File: config.mk
export PLATFORM = sky130hd
export DESIGN_NAME = eis_top
export DESIGN_NICKNAME = d
export VERILOG_FILES = /design/src/rtl/eis_pkg.sv /design/src/rtl/eis_datapath.sv /design/src/rtl/eis_control.sv /design/src/rtl/eis_top.sv
export SDC_FILE = /design/constraint.sdc
export NUM_CORES = 1
export LEC_CHECK = 0
export BUFFER_PORTS_ARGS = -buffer_cell sky130_fd_sc_hd__buf_2
export CAP_MARGIN = 20
export CORE_AREA = 2 2 43 45
export DETAILED_ROUTE_END_ITERATION = 6
export DIE_AREA = 0 0 45 47
export GPL_TIMING_DRIVEN = 0
export PLACE_DENSITY = 0.8
export SLEW_MARGIN = 20
export SYNTH_ARGS = -nofsm -noshare
export SYNTH_HDL_FRONTEND = slang
export SYNTH_SLANG_ARGS = --single-unit
File: constraint.sdc
create_clock -name clk -period 2 [get_ports clk]
set_input_delay 0.1 -clock clk [delete_from_list [all_inputs] [get_ports clk]]
set_output_delay 0.1 -clock clk [all_outputs]
set_load 0.005 [all_outputs]
File: src/rtl/eis_pkg.sv
package eis_pkg;

  typedef enum logic [1:0] {
    SENSE_LOW  = 2'b00,
    SENSE_RSVD = 2'b01,
    SENSE_FALL = 2'b10,
    SENSE_RISE = 2'b11
  } senseMode_e;

  // control -> datapath strobes for one pin
  typedef struct packed {
    logic setFlag;
    logic clrFlag;
  } flagStrobe_t;

endpackage

File: src/rtl/eis_datapath.sv
module eis_datapath
  import eis_pkg::*;
#(
  parameter int NUM_PINS    = 5,
  parameter int SYNC_STAGES = 2,
  parameter bit IDLE_LEVEL  = 1'b1
) (
  input  logic                         clk,
  input  logic                         rstN,
  input  logic        [NUM_PINS-1:0]   pinRaw,
  input  flagStrobe_t [NUM_PINS-1:0]   strobe,
  output logic        [NUM_PINS-1:0]   pinLvl,
  output logic        [NUM_PINS-1:0]   pinPrev,
  output logic        [NUM_PINS-1:0]   flag
);

  localparam int LAST = SYNC_STAGES - 1;

  for (genvar i = 0; i < NUM_PINS; i++) begin : g_pin
    logic [SYNC_STAGES-1:0] chain;

    always_ff @(posedge clk or negedge rstN) begin
      if (!rstN) begin
        chain      <= {SYNC_STAGES{IDLE_LEVEL}};
        pinPrev[i] <= IDLE_LEVEL;
        flag[i]    <= 1'b0;
      end else begin
        chain      <= {chain[LAST-1:0], pinRaw[i]};
        pinPrev[i] <= chain[LAST];
        if (strobe[i].setFlag)      flag[i] <= 1'b1;
        else if (strobe[i].clrFlag) flag[i] <= 1'b0;
      end
    end

    assign pinLvl[i] = chain[LAST];


    flag_hold_chk: assert property (@(posedge clk) disable iff (!rstN)
      (flag[i] && !strobe[i].clrFlag) |=> flag[i]);


    flag_clear_chk: assert property (@(posedge clk) disable iff (!rstN)
      (strobe[i].clrFlag && !strobe[i].setFlag) |=> !flag[i]);


    set_wins_chk: assert property (@(posedge clk) disable iff (!rstN)
      strobe[i].setFlag |=> flag[i]);
  end

endmodule

File: src/rtl/eis_control.sv
module eis_control
  import eis_pkg::*;
#(
  parameter int NUM_PINS = 5
) (
  input  logic                         clk,
  input  logic                         rstN,
  input  logic        [NUM_PINS-1:0]   pinLvl,
  input  logic        [NUM_PINS-1:0]   pinPrev,
  input  logic        [NUM_PINS-1:0]   flag,
  input  logic        [2*NUM_PINS-1:0] senseMode,
  input  logic        [NUM_PINS-1:0]   intEnable,
  input  logic        [NUM_PINS-1:0]   vecAck,
  output flagStrobe_t [NUM_PINS-1:0]   strobe,
  output logic        [NUM_PINS-1:0]   intReq
);

  for (genvar i = 0; i < NUM_PINS; i++) begin : g_pin
    senseMode_e mode;
    logic       fell;
    logic       rose;

    assign mode = senseMode_e'(senseMode[2*i +: 2]);
    assign fell = pinPrev[i] & ~pinLvl[i];
    assign rose = ~pinPrev[i] & pinLvl[i];

    always_comb begin
      strobe[i].setFlag = ((mode == SENSE_FALL) && fell) ||
                          ((mode == SENSE_RISE) && rose);
      strobe[i].clrFlag = vecAck[i];
      unique case (mode)
        SENSE_LOW:              intReq[i] = intEnable[i] & ~pinLvl[i];
        SENSE_FALL, SENSE_RISE: intReq[i] = intEnable[i] & flag[i];
        default:                intReq[i] = 1'b0;
      endcase
    end


    rsvd_quiet_chk: assert property (@(posedge clk) disable iff (!rstN)
      (mode == SENSE_RSVD) |-> !intReq[i]);


    disabled_quiet_chk: assert property (@(posedge clk) disable iff (!rstN)
      !intEnable[i] |-> !intReq[i]);


    level_high_chk: assert property (@(posedge clk) disable iff (!rstN)
      ((mode == SENSE_LOW) && pinLvl[i]) |-> !intReq[i]);
  end

endmodule

File: src/rtl/eis_top.sv
module eis_top
  import eis_pkg::*;
#(
  parameter int NUM_PINS    = 5,
  parameter int SYNC_STAGES = 2
) (
  input  logic                    clk,
  input  logic                    rstN,
  input  logic [NUM_PINS-1:0]     pinRaw,
  input  logic [2*NUM_PINS-1:0]   senseMode,
  input  logic [NUM_PINS-1:0]     intEnable,
  input  logic [NUM_PINS-1:0]     vecAck,
  output logic [NUM_PINS-1:0]     intReq
);

  logic        [NUM_PINS-1:0] pinLvl;
  logic        [NUM_PINS-1:0] pinPrev;
  logic        [NUM_PINS-1:0] flag;
  flagStrobe_t [NUM_PINS-1:0] strobe;

  eis_datapath #(
    .NUM_PINS   (NUM_PINS),
    .SYNC_STAGES(SYNC_STAGES),
    .IDLE_LEVEL (1'b1)
  ) i_datapath (
    .clk    (clk),
    .rstN   (rstN),
    .pinRaw (pinRaw),
    .strobe (strobe),
    .pinLvl (pinLvl),
    .pinPrev(pinPrev),
    .flag   (flag)
  );

  eis_control #(
    .NUM_PINS(NUM_PINS)
  ) i_control (
    .clk      (clk),
    .rstN     (rstN),
    .pinLvl   (pinLvl),
    .pinPrev  (pinPrev),
    .flag     (flag),
    .senseMode(senseMode),
    .intEnable(intEnable),
    .vecAck   (vecAck),
    .strobe   (strobe),
    .intReq   (intReq)
  );

endmodule

==> flow_summary.ini <==
[run_status]
run_status = finished, final reports clean

[setup_path]
required_ns = 1.90
r2r.worst_path.cells = 2
worstSetupEndpoint = intReq[1]
startpoint = i_datapath.g_pin[1].chain[1]$_DFF_PN1_
crit_fanout = 4
end_kind = output pin
timing.rr.start = i_datapath.pinPrev[4]$_DFF_PN1_
crit_type = reg -> out
r2r-end = i_datapath.flag[4]$_DFFE_PN0P_
worstPathArrival_ns = 1.31
r2r_slack_ns = 0.98
start_kind = flop

[power]
p_leak_nw = 0.458
power_switching_w = 0.000153
power_frac_seq_pct = 60.7
ir_worst_vdd_uv = 455
pwr-share-comb_pct = 10.1
power.density_nw_per_um2 = 735
pwr-share-clk_pct = 29.3
switching_share_pct = 20.4
internal-power_w = 0.000597

[sta]
holdWs_ns = 0.0668
tightest_slew_ns = 0.400
worst_slack_ns = 0.593
setup-tns-final_ns = 0
min_period_ns = 1.41
drv_slew = 0
slew_headroom_pct = 73.3
rsz0062_at_grt = false
hold_viol_final = 0
fin_skew_ns = 0.00738
fmax_ghz = 0.711
min_period_over_period_pct = 70.3
finalSetupViolCount = 0

[layout]
fin_nets = 124
nFillCells = 133
drive_above_1_share_pct = 52.1
syn2layout_area_growth_pct = 36.5
diodes = 0

[yosys]
ys_seq_area_share_pct = 69.4
synth_cell_type_count = 10
synth.area.top_cells = dfstp_2 (53%), dfrtp_1 (17%), nand4b_1 (5.9%)
yosys.area.top_type = dfstp_2
yosysWarnings = 0
ys.flop_type = dfstp_2
yosysMostFrequentCell = dfstp_2
synth_cells = 55
ys_ff_latch = 20
async_reset_ff_share_pct = 100
mappedNetlistNets = 82
syn_area_sq_um = 748
synth_area_per_cell_sq_um = 13.6
synthTopCellsByCount = dfstp_2 (15), nand2_1 (9)
yosysTopAreaCellShare_pct = 52.7
synth_edf_count = 0

[clock_network]
insertion_delay_ns = 0.29
clockBufferDepth = 2
cts_tree = built
clk_pin_slew_worst_paths_ns = 0.10
cts.sinks = 20
ctsHoldBuffers = 6
htreeDepth = 1
numCtsBuffers = 3
cts_setup_buffers = 0
clock-root-buffer = clkbuf_4
post_cts_resize_count = 0

[floorplanning]
die_y_um = 47
core.rowCount = 15
core_area_sq_um = 1650
initial_core_util_pct = 45.3
die_w_um = 45
dieArea_sq_um = 2120
num_io_pins = 32

[routing]
wl_per_cell_um = 10.6
dr_total_vias = 563
route.detailed.drc = 0
viasPerCell = 4.98
first_pass_iters = 4
drt-total-wl_um = 1200
ant_nets = 0
drt_iter0_drc = 8

[global_routing]
grt_pass1_vias = 502
grt_max_degree = 21
antenna_found_initial = 0
grt.overflow.total = 0
grt_pass1_wl_um = 2090
track_usage_pct = 14.1

[place]
portBuffers = 31
post-place-ws_ns = 0.915
dp.final_hpwl_um = 929
gp_congestion = 0.654

[min_path]
hold_class = in -> reg
hold_start = vecAck[3]

[job]
cap_viol_max_count = 0
## cells by family (layout without fill, tap and decap cells)
logic type	Yosys count	in the layout	synth area share [%]
and+or+nand+nor	26	26	20.9
buffers and inverters	0	41	0
AOI/OAI and AO/OA	9	9	9.70
DFF	20	20	69.4
## worst min path at each step
stage	endpoint	cells past startpoint
6_report	i_datapath.flag[3]$_DFFE_PN0P_	3
5_1_grt	i_datapath.flag[3]$_DFFE_PN0P_	3
4_1_cts	i_datapath.flag[3]$_DFFE_PN0P_	3
3_5_place_dp	i_datapath.flag[3]$_DFFE_PN0P_	1
3_3_place_gp	i_datapath.flag[0]$_DFFE_PN0P_	1
2_1_floorplan	i_datapath.flag[0]$_DFFE_PN0P_	0
## power groups by stage
| stage | clock (W) | combinational (W) | sequential [W] |
|---|---|---|---|
| final | 0.000219 | 0.0000754 | 0.000455 |
| after global routing | 0.000251 | 0.0000861 | 0.000459 |
| after CTS | 0.000234 | 0.0000765 | 0.000455 |
| after detailed placement | 0 | 0.0000675 | 0.000462 |
| after global placement | 0 | 0.0000642 | 0.000460 |
| after floorplan | 0 | 0.0000236 | 0.000458 |
## through the flow
step / instances / utilization, % / total power (W) / instance area [sq um]
floorplan: 55 / - / 0.000481 / 748
global placement: 103 / 56.0 / 0.000525 / 925
detailed placement: 103 / 56.0 / 0.000529 / 925
CTS: 113 / 61.8 / 0.000766 / 1020
global route: 113 / 61.8 / 0.000796 / 1020
finish: 113 / 61.8 / 0.000750 / 1020
## registers in the layout (all words and copies together), names as in the netlist
register                count
i_datapath.flag             5
i_datapath.g_pin.chain     10
i_datapath.pinPrev          5
## cell usage in the layout (no fill, tap or decap), types with 4 or more instances in the layout
cell / count
a21boi_1: 5
buf_2: 31
dfrtp_1: 5
dfstp_2: 15
dlygate4sd3_1: 6
nand2_1: 9
nand2b_1: 5
nand4b_1: 5
o311ai_0: 4
or3_1: 5
## final cells by class
class | instances | area, sq um | area share [%]
Clock buffer | 4 | 36.3 | 3.55
Sequential cell | 20 | 519 | 50.9
Multi-Input combinational cell | 35 | 229 | 22.4
Timing Repair Buffer | 37 | 215 | 21.1
Tap cell | 17 | 21.3 | 2.08
## worst max-delay path, cell delays in order, from the launching register on
cell and delay [ns]:
dfstp_2 0.40, or3_1 0.36, a21boi_1 0.13, buf_2 0.12
## per-layer routing
metal | global-route usage (%) | vias up | wire (um)
met5 | 0 | - | 0
li1 | - | 286 | -
met2 | 20.0 | 16 | 556
met4 | 8.82 | 0 | 9
met3 | 3.46 | 2 | 64
met1 | 19.5 | 259 | 570
Note: power is estimated with default switching activity, not from simulation.
